## config.mk

```make
export PLATFORM = sky130hd
export DESIGN_NAME = smd_unit
export DESIGN_NICKNAME = d
export VERILOG_FILES = /design/src/rtl/smd_pkg.sv /design/src/rtl/smd_ctrl.sv /design/src/rtl/smd_step.sv /design/src/rtl/smd_fix.sv /design/src/rtl/smd_unit.sv
export SDC_FILE = /design/constraint.sdc
export NUM_CORES = 1
export LEC_CHECK = 0
export BUFFER_PORTS_ARGS = -buffer_cell sky130_fd_sc_hd__buf_2
export CORE_ASPECT_RATIO = 1.2
export CORE_UTILIZATION = 55
export DETAILED_ROUTE_END_ITERATION = 10
export HOLD_SLACK_MARGIN = 0.02
export PLACE_DENSITY = 0.85
export SLEW_MARGIN = 20
export SYNTH_ARGS = -nofsm -noshare
export SYNTH_HDL_FRONTEND = slang
export SYNTH_SLANG_ARGS = --single-unit
export TNS_END_PERCENT = 1
```

## constraint.sdc

```tcl
create_clock -name clk -period 10 [get_ports clk]
set_clock_uncertainty 0.05 [all_clocks]
set_input_delay 0.5 -clock clk [delete_from_list [all_inputs] [get_ports clk]]
set_output_delay 0.5 -clock clk [all_outputs]
set_load 0.1 [all_outputs]
```

## src/rtl/smd_pkg.sv

```systemverilog
package smd_pkg;
    localparam int DW = 16;
    localparam int CW = $clog2(DW);

    typedef logic [DW-1:0]   word_t;
    typedef logic [2*DW-1:0] dword_t;

    typedef enum logic [1:0] {ST_IDLE, ST_RUN, ST_FIN} state_e;

    typedef struct packed {
        logic  div;      // operation is divide
        logic  neg_q;    // result (product or quotient) must be negated
        logic  neg_r;    // remainder must be negated
        logic  pre_ovf;  // divide failed the high-word check
        word_t arg_mag;  // magnitude of the operand word
    } job_t;

    function automatic word_t neg_w(word_t x);
        return ~x + word_t'(1);
    endfunction

    function automatic word_t abs_w(word_t x);
        return x[DW-1] ? neg_w(x) : x;
    endfunction

    // magnitude of hi:lo; low word negated first, carry into high only on zero
    function automatic dword_t abs_dw(word_t hi, word_t lo);
        word_t nl;
        word_t nh;
        nl = neg_w(lo);
        nh = ~hi + ((nl == '0) ? word_t'(1) : word_t'(0));
        return hi[DW-1] ? {nh, nl} : {hi, lo};
    endfunction
endpackage

```

## src/rtl/smd_ctrl.sv

```systemverilog
module smd_ctrl
    import smd_pkg::*;
(
    input  logic clk,
    input  logic rst,
    input  logic start,
    output logic busy,
    output logic load,
    output logic step,
    output logic fin
);
    state_e        st_q;
    logic [CW-1:0] cnt_q;

    assign busy = (st_q != ST_IDLE);
    assign load = (st_q == ST_IDLE) && start;
    assign step = (st_q == ST_RUN);
    assign fin  = (st_q == ST_FIN);

    always_ff @(posedge clk) begin
        if (rst) begin
            st_q  <= ST_IDLE;
            cnt_q <= '0;
        end else begin
            unique case (st_q)
                ST_IDLE: if (start) begin
                    st_q  <= ST_RUN;
                    cnt_q <= '0;
                end
                ST_RUN: begin
                    cnt_q <= cnt_q + CW'(1);
                    if (cnt_q == CW'(DW - 1)) st_q <= ST_FIN;
                end
                ST_FIN:  st_q <= ST_IDLE;
                default: st_q <= ST_IDLE;
            endcase
        end
    end
endmodule

```

## src/rtl/smd_step.sv

```systemverilog
module smd_step
    import smd_pkg::*;
(
    input  logic  is_div,
    input  word_t hi_i,
    input  word_t lo_i,
    input  word_t arg_i,
    output word_t hi_o,
    output word_t lo_o
);
    logic [DW:0] sum;
    logic [DW:0] trial;
    logic        ge;

    always_comb begin
        // multiply: conditional add, then shift the pair right
        sum   = {1'b0, hi_i} + (lo_i[0] ? {1'b0, arg_i} : '0);
        // divide: shift the pair left, trial subtract
        trial = {hi_i, lo_i[DW-1]};
        ge    = (trial >= {1'b0, arg_i});
        if (is_div) begin
            hi_o = ge ? DW'(trial - {1'b0, arg_i}) : trial[DW-1:0];
            lo_o = {lo_i[DW-2:0], ge};
        end else begin
            {hi_o, lo_o} = {sum, lo_i[DW-1:1]};
        end
    end
endmodule

```

## src/rtl/smd_fix.sv

```systemverilog
module smd_fix
    import smd_pkg::*;
(
    input  job_t  job_i,
    input  word_t hi_i,
    input  word_t lo_i,
    output word_t a_o,
    output word_t b_o,
    output logic  ovf_o
);
    dword_t prod;

    always_comb begin
        prod  = job_i.neg_q ? (~{hi_i, lo_i} + dword_t'(1)) : {hi_i, lo_i};
        a_o   = prod[DW-1:0];
        b_o   = prod[2*DW-1:DW];
        ovf_o = 1'b0;
        if (job_i.div) begin
            if (job_i.pre_ovf) begin
                a_o   = lo_i;
                b_o   = hi_i;
                ovf_o = 1'b1;
            end else begin
                a_o = lo_i;
                if (lo_i != '0) begin
                    if (job_i.neg_q) a_o = neg_w(lo_i);
                    if (a_o[DW-1] != job_i.neg_q) ovf_o = 1'b1;
                end
                b_o = job_i.neg_r ? neg_w(hi_i) : hi_i;
            end
        end
    end
endmodule

```

## src/rtl/smd_unit.sv

```systemverilog
module smd_unit
    import smd_pkg::*;
(
    input  logic        clk,
    input  logic        rst,
    input  logic        start,
    input  logic        op_div,
    input  logic [15:0] opnd,
    input  logic [15:0] a_in,
    input  logic [15:0] b_in,
    output logic        busy,
    output logic        done,
    output logic [15:0] a_out,
    output logic [15:0] b_out,
    output logic        ovf
);
    logic   load, step, fin;
    job_t   job_q;
    word_t  hi_q, lo_q, hi_n, lo_n;
    word_t  fa, fb;
    logic   fo;
    word_t  a_q, b_q;
    logic   o_q, done_q;
    dword_t dvd_mag;
    word_t  arg_mag;

    smd_ctrl u_ctrl (
        .clk   (clk),
        .rst   (rst),
        .start (start),
        .busy  (busy),
        .load  (load),
        .step  (step),
        .fin   (fin)
    );

    smd_step u_step (
        .is_div (job_q.div),
        .hi_i   (hi_q),
        .lo_i   (lo_q),
        .arg_i  (job_q.arg_mag),
        .hi_o   (hi_n),
        .lo_o   (lo_n)
    );

    smd_fix u_fix (
        .job_i (job_q),
        .hi_i  (hi_q),
        .lo_i  (lo_q),
        .a_o   (fa),
        .b_o   (fb),
        .ovf_o (fo)
    );

    always_comb begin
        dvd_mag = abs_dw(b_in, a_in);
        arg_mag = abs_w(opnd);
    end

    always_ff @(posedge clk) begin
        if (rst) begin
            job_q  <= '0;
            hi_q   <= '0;
            lo_q   <= '0;
            a_q    <= '0;
            b_q    <= '0;
            o_q    <= 1'b0;
            done_q <= 1'b0;
        end else begin
            done_q <= fin;
            if (load) begin
                job_q.div     <= op_div;
                job_q.arg_mag <= arg_mag;
                job_q.neg_r   <= op_div & b_in[DW-1];
                job_q.neg_q   <= op_div ? (b_in[DW-1] ^ opnd[DW-1])
                                        : (a_in[DW-1] ^ opnd[DW-1]);
                job_q.pre_ovf <= op_div && (dvd_mag[2*DW-1:DW] >= arg_mag);
                hi_q <= op_div ? dvd_mag[2*DW-1:DW] : '0;
                lo_q <= op_div ? dvd_mag[DW-1:0] : abs_w(a_in);
            end else if (step && !(job_q.div && job_q.pre_ovf)) begin
                hi_q <= hi_n;
                lo_q <= lo_n;
            end
            if (fin) begin
                a_q <= fa;
                b_q <= fb;
                o_q <= fo;
            end
        end
    end

    assign done  = done_q;
    assign a_out = a_q;
    assign b_out = b_q;
    assign ovf   = o_q;
endmodule

```

==> metrics list <==
- Outcome: complete, no violations
- Flip-flop cell with the highest count after synthesis: sky130_fd_sc_hd__dfxtp_1
* Critical path endpoint category: flop
- The tool flagged a number of max-cap violations equal to 0.
* Final Max Slew Viols: 0
* Skew-Pair Late Insertion Delay: 0.34 ns
- After detailed placement, the total cell area comes to 0.00816 sq mm.
* Register-to-Register Setup Slack: 6.30 ns
* Slew margin rel.: 0.221
- In the final timing run, aggregate negative setup slack is 0 ns.
- The count of cells in the finished layout, fillers not included, comes to 1,251.
* Cell type with the highest occurrence count on the critical path: sky130_fd_sc_hd__ha_1
- Of the synthesized area, sequential elements account for 0.239.
- The analysis attributes to net switching a power of 468 uW.
* Maximum number of pins on one net before global-route repair: 95
- From synthesis to final layout, the design area changed by 10.2%.
- Final-layout fill cell count: 1,238
- Syn Std Cell Area: 0.00770 sq mm
* Crit path launch type: input port
* Number of warnings issued by yosys: 0
- Final hold viol count: 0
- Core Area: 0.0138 sq mm
- Clock slew at reported path FFs: 0.07 ns
* GRT Total Usage: 0.303
- The first detailed-routing pass ran for 5 iterations.
- Post-cts hold buffer count: 0
- Highest net fanout along the worst path: 5
- Die height: 132 um
- First-iteration detailed-routing DRC count: 886
- The share of total power dissipated in sequential elements is 0.353.
- Global routing finished with a remaining overflow of 0.
- Cell count after synthesis: 1,031
* Clock tree from TritonCTS: yes
- For this configuration, the core starts out at a cell density of 0.560.
- In the routed design, unresolved DRC markers number 0.
- The number of global-route vias before repair was 7,274.
- Post-CTS timing repair inserted 0 buffers for setup.
* Synthesis-stage register bit count: 92
- Clock share of power: 0.286
- Based on the critical path, the design can be clocked at up to 207 MHz.
- Number of antenna violations at the first check in global routing: 0
- For this run, the post-layout net count is 1,185.
- Deepest level of the CTS H-tree: 3
* Routed via count divided by cell count: 6.33
* Number of diodes added for antenna fixing: 0
* Clock sink count: 92
- Of the total power, combinational logic draws 0.361.
- The first global-routing pass estimated 35.0 mm of wire.
* Post-Place Cells: 1,234
* Average wire per cell in the routed design: 17.3 um
- Overall die area: 0.0145 sq mm
* Non-Filler Cell Area, Final: 0.00849 sq mm
- Setup repair after global routing left no endpoint under its margin.
- Via Count: 7,921
- The internal portion of the total power is 755 uW.
- Critical path required time: 10.19 ns
* Tightest Pin Transition: 1.16 ns
- Count of nets left with antenna violations after detail routing: 0
- EDFF count, synth: 0
- The signal on the critical path passes through buf_2 > inv_1 > ha_1 > nor2b_1 > nand2_1 > nor4_1 > nand2_1 > nor3_1 > a31oi_1 > nor4_1 > ha_1 > ha_1 > nand2_1 > o21ai_0 > ha_1 > a21o_1 > a21o_1 > a211oi_1 > o21bai_1 > a211oi_1 > o21ai_0 > a31o_2.
- The number of different library cells used by synthesis comes to 63.
- Post-detailed-routing wire length: 21.7 mm
- Fraction of final layout cells with drive strength greater than 1: 0.113
* Worst IR Drop VDD: 98.8 uV
- In this run the deepest clock path goes through 2 buffers.
- After synthesis, the share of flip-flops with an asynchronous set or reset is 0.
* Routability congestion estimate: 1.00
* Number of nets in the synthesized netlist: 1,141
- Input and output buffers added on the ports amount to 86.
- Clock buffers created by TritonCTS: 9
- Per-instance average area after synthesis: 7.47 sq um
* Min-Delay Path Class: input port to flop
- Power density over the cells: 144 mW/mm^2
- Final period utilization: 0.482
* Final Critical Period: 4.82 ns
- Data arrival time of the worst path: 5.01 ns
- Setup violations remaining at the end of the flow were counted as 0.
* Max incr delay on CP: 0.55 ns
* Critical Path Slowest Stage Cell: sky130_fd_sc_hd__nor4_1
- Placement row count: 47
- Die width: 110 um
* Worst Setup Path Type: input port to flop
* LEAKAGE: 3.43 nW
- Of the total power, the share spent switching nets is 0.383.
- After clock tree synthesis, the repair step resized 0 gates.
- The tree is rooted in a sky130_fd_sc_hd__clkbuf_16.
* Half-perimeter wire length after placement: 16.1 mm
- Io pins: 87
[cell families (layout without fill, tap and decap cells)]
group	Yosys count	after routing	share of synthesized area
muxes	22	22	0.0289
AOI/OAI and AO/OA	301	301	0.260
xor gates and xnor gates	95	95	0.108
DFF	92	92	0.239
adders and majority gates	58	58	0.0962
and+or+nand+nor	365	365	0.220
buffers and inverters	98	147	0.0479
[critical path: cells and delay by family]
| family | cells | cell delay, ns |
|---|---|---|
| buffers and inverters | 2 | 0.16 |
| and+or+nand+nor | 7 | 1.83 |
| adders and majority gates | 4 | 1.01 |
| AOI/OAI and AO/OA | 9 | 1.54 |
[layout by cell type, fill, tap and decap left out, drive strengths merged, types with 20 or more instances in the layout]
cell type | synthesis | final
a211oi | 57 | 57
a21oi | 67 | 67
buf | 10 | 90
dfxtp | 92 | 92
ha | 56 | 56
inv | 41 | 44
mux2i | 20 | 20
nand2 | 89 | 89
nand3 | 26 | 26
nor2 | 138 | 138
nor3 | 26 | 26
o21ai | 52 | 52
xnor2 | 53 | 53
xor2 | 42 | 42
[Yosys cell counts, types with 14 or more instances]
cell type | number | area [sq um]
sky130_fd_sc_hd__a221oi_1 | 16 | 140
sky130_fd_sc_hd__nor2_1 | 138 | 518
sky130_fd_sc_hd__nand2_1 | 89 | 334
sky130_fd_sc_hd__nor3_1 | 26 | 130
sky130_fd_sc_hd__o21ai_0 | 51 | 255
sky130_fd_sc_hd__xnor2_1 | 53 | 464
sky130_fd_sc_hd__a211oi_1 | 57 | 428
sky130_fd_sc_hd__a31oi_1 | 17 | 106
sky130_fd_sc_hd__clkbuf_1 | 46 | 173
sky130_fd_sc_hd__dfxtp_1 | 92 | 1840
sky130_fd_sc_hd__a21oi_1 | 67 | 335
sky130_fd_sc_hd__a21o_1 | 14 | 105
sky130_fd_sc_hd__xor2_1 | 42 | 368
sky130_fd_sc_hd__nand2b_1 | 16 | 100
sky130_fd_sc_hd__ha_1 | 56 | 701
sky130_fd_sc_hd__inv_1 | 41 | 154
sky130_fd_sc_hd__mux2i_1 | 20 | 200
sky130_fd_sc_hd__nand3_1 | 26 | 130
[metrics by stage]
stage / setup slack [ns] / total power [mW] / hold WS (ns) / util
after global routing: 4.70 / 1.28 / 0.408 / 0.617
after floorplan: 5.68 / 0.749 / 0.395 / -
after CTS: 5.15 / 1.21 / 0.380 / 0.615
after detailed placement: 4.80 / 0.864 / 0.392 / 0.593
after global placement: 4.96 / 0.855 / 0.388 / 0.593
final: 5.18 / 1.22 / 0.381 / 0.617
[path summary, 6_finish.rpt]
| path | startpoint | cells after the start | endpoint |
|---|---|---|---|
| worst max register to register | lo_q[0] | 10 | hi_q[14] |
| worst min-delay path | opnd[0] | 3 | job_q[0] |
| worst min register to register | b_out[9] | 2 | b_out[9] |
| worst max-delay path | a_in[0] | 22 | job_q[16] |
[flip-flops by register name, indices dropped and copies added, names as in the netlist]
register / flops
b_out: 16
u_ctrl.cnt_q: 4
ovf: 1
job_q: 20
u_ctrl.st_q: 2
lo_q: 16
a_out: 16
hi_q: 16
done: 1
[layer usage]
layer,GRT usage,vias to the layer above,share of wire
li1,-,3840,-
met1,0.403,3572,0.43
met2,0.462,420,0.45
met3,0.0476,89,0.078
met4,0.165,0,0.049
met5,0,-,0
[cell type report]
type	instances	area, sq um	share of cell area
clock buffers	10	229	0.0270
inverters	41	154	0.0181
clock inverters	6	68.8	0.00811
well taps	171	214	0.0252
repair buffers	90	480	0.0566
multi-input cells	841	5500	0.648
flip-flops and latches	92	1840	0.217
[power by group through the flow]
stage / combinational [mW] / clock [mW] / sequential [mW]
after detailed placement: 0.427 / 0 / 0.436
after global routing: 0.486 / 0.364 / 0.433
after CTS: 0.431 / 0.351 / 0.428
after global placement: 0.419 / 0 / 0.436
final: 0.442 / 0.350 / 0.431
after floorplan: 0.336 / 0 / 0.414
Note: power is estimated with default switching activity, not from simulation.
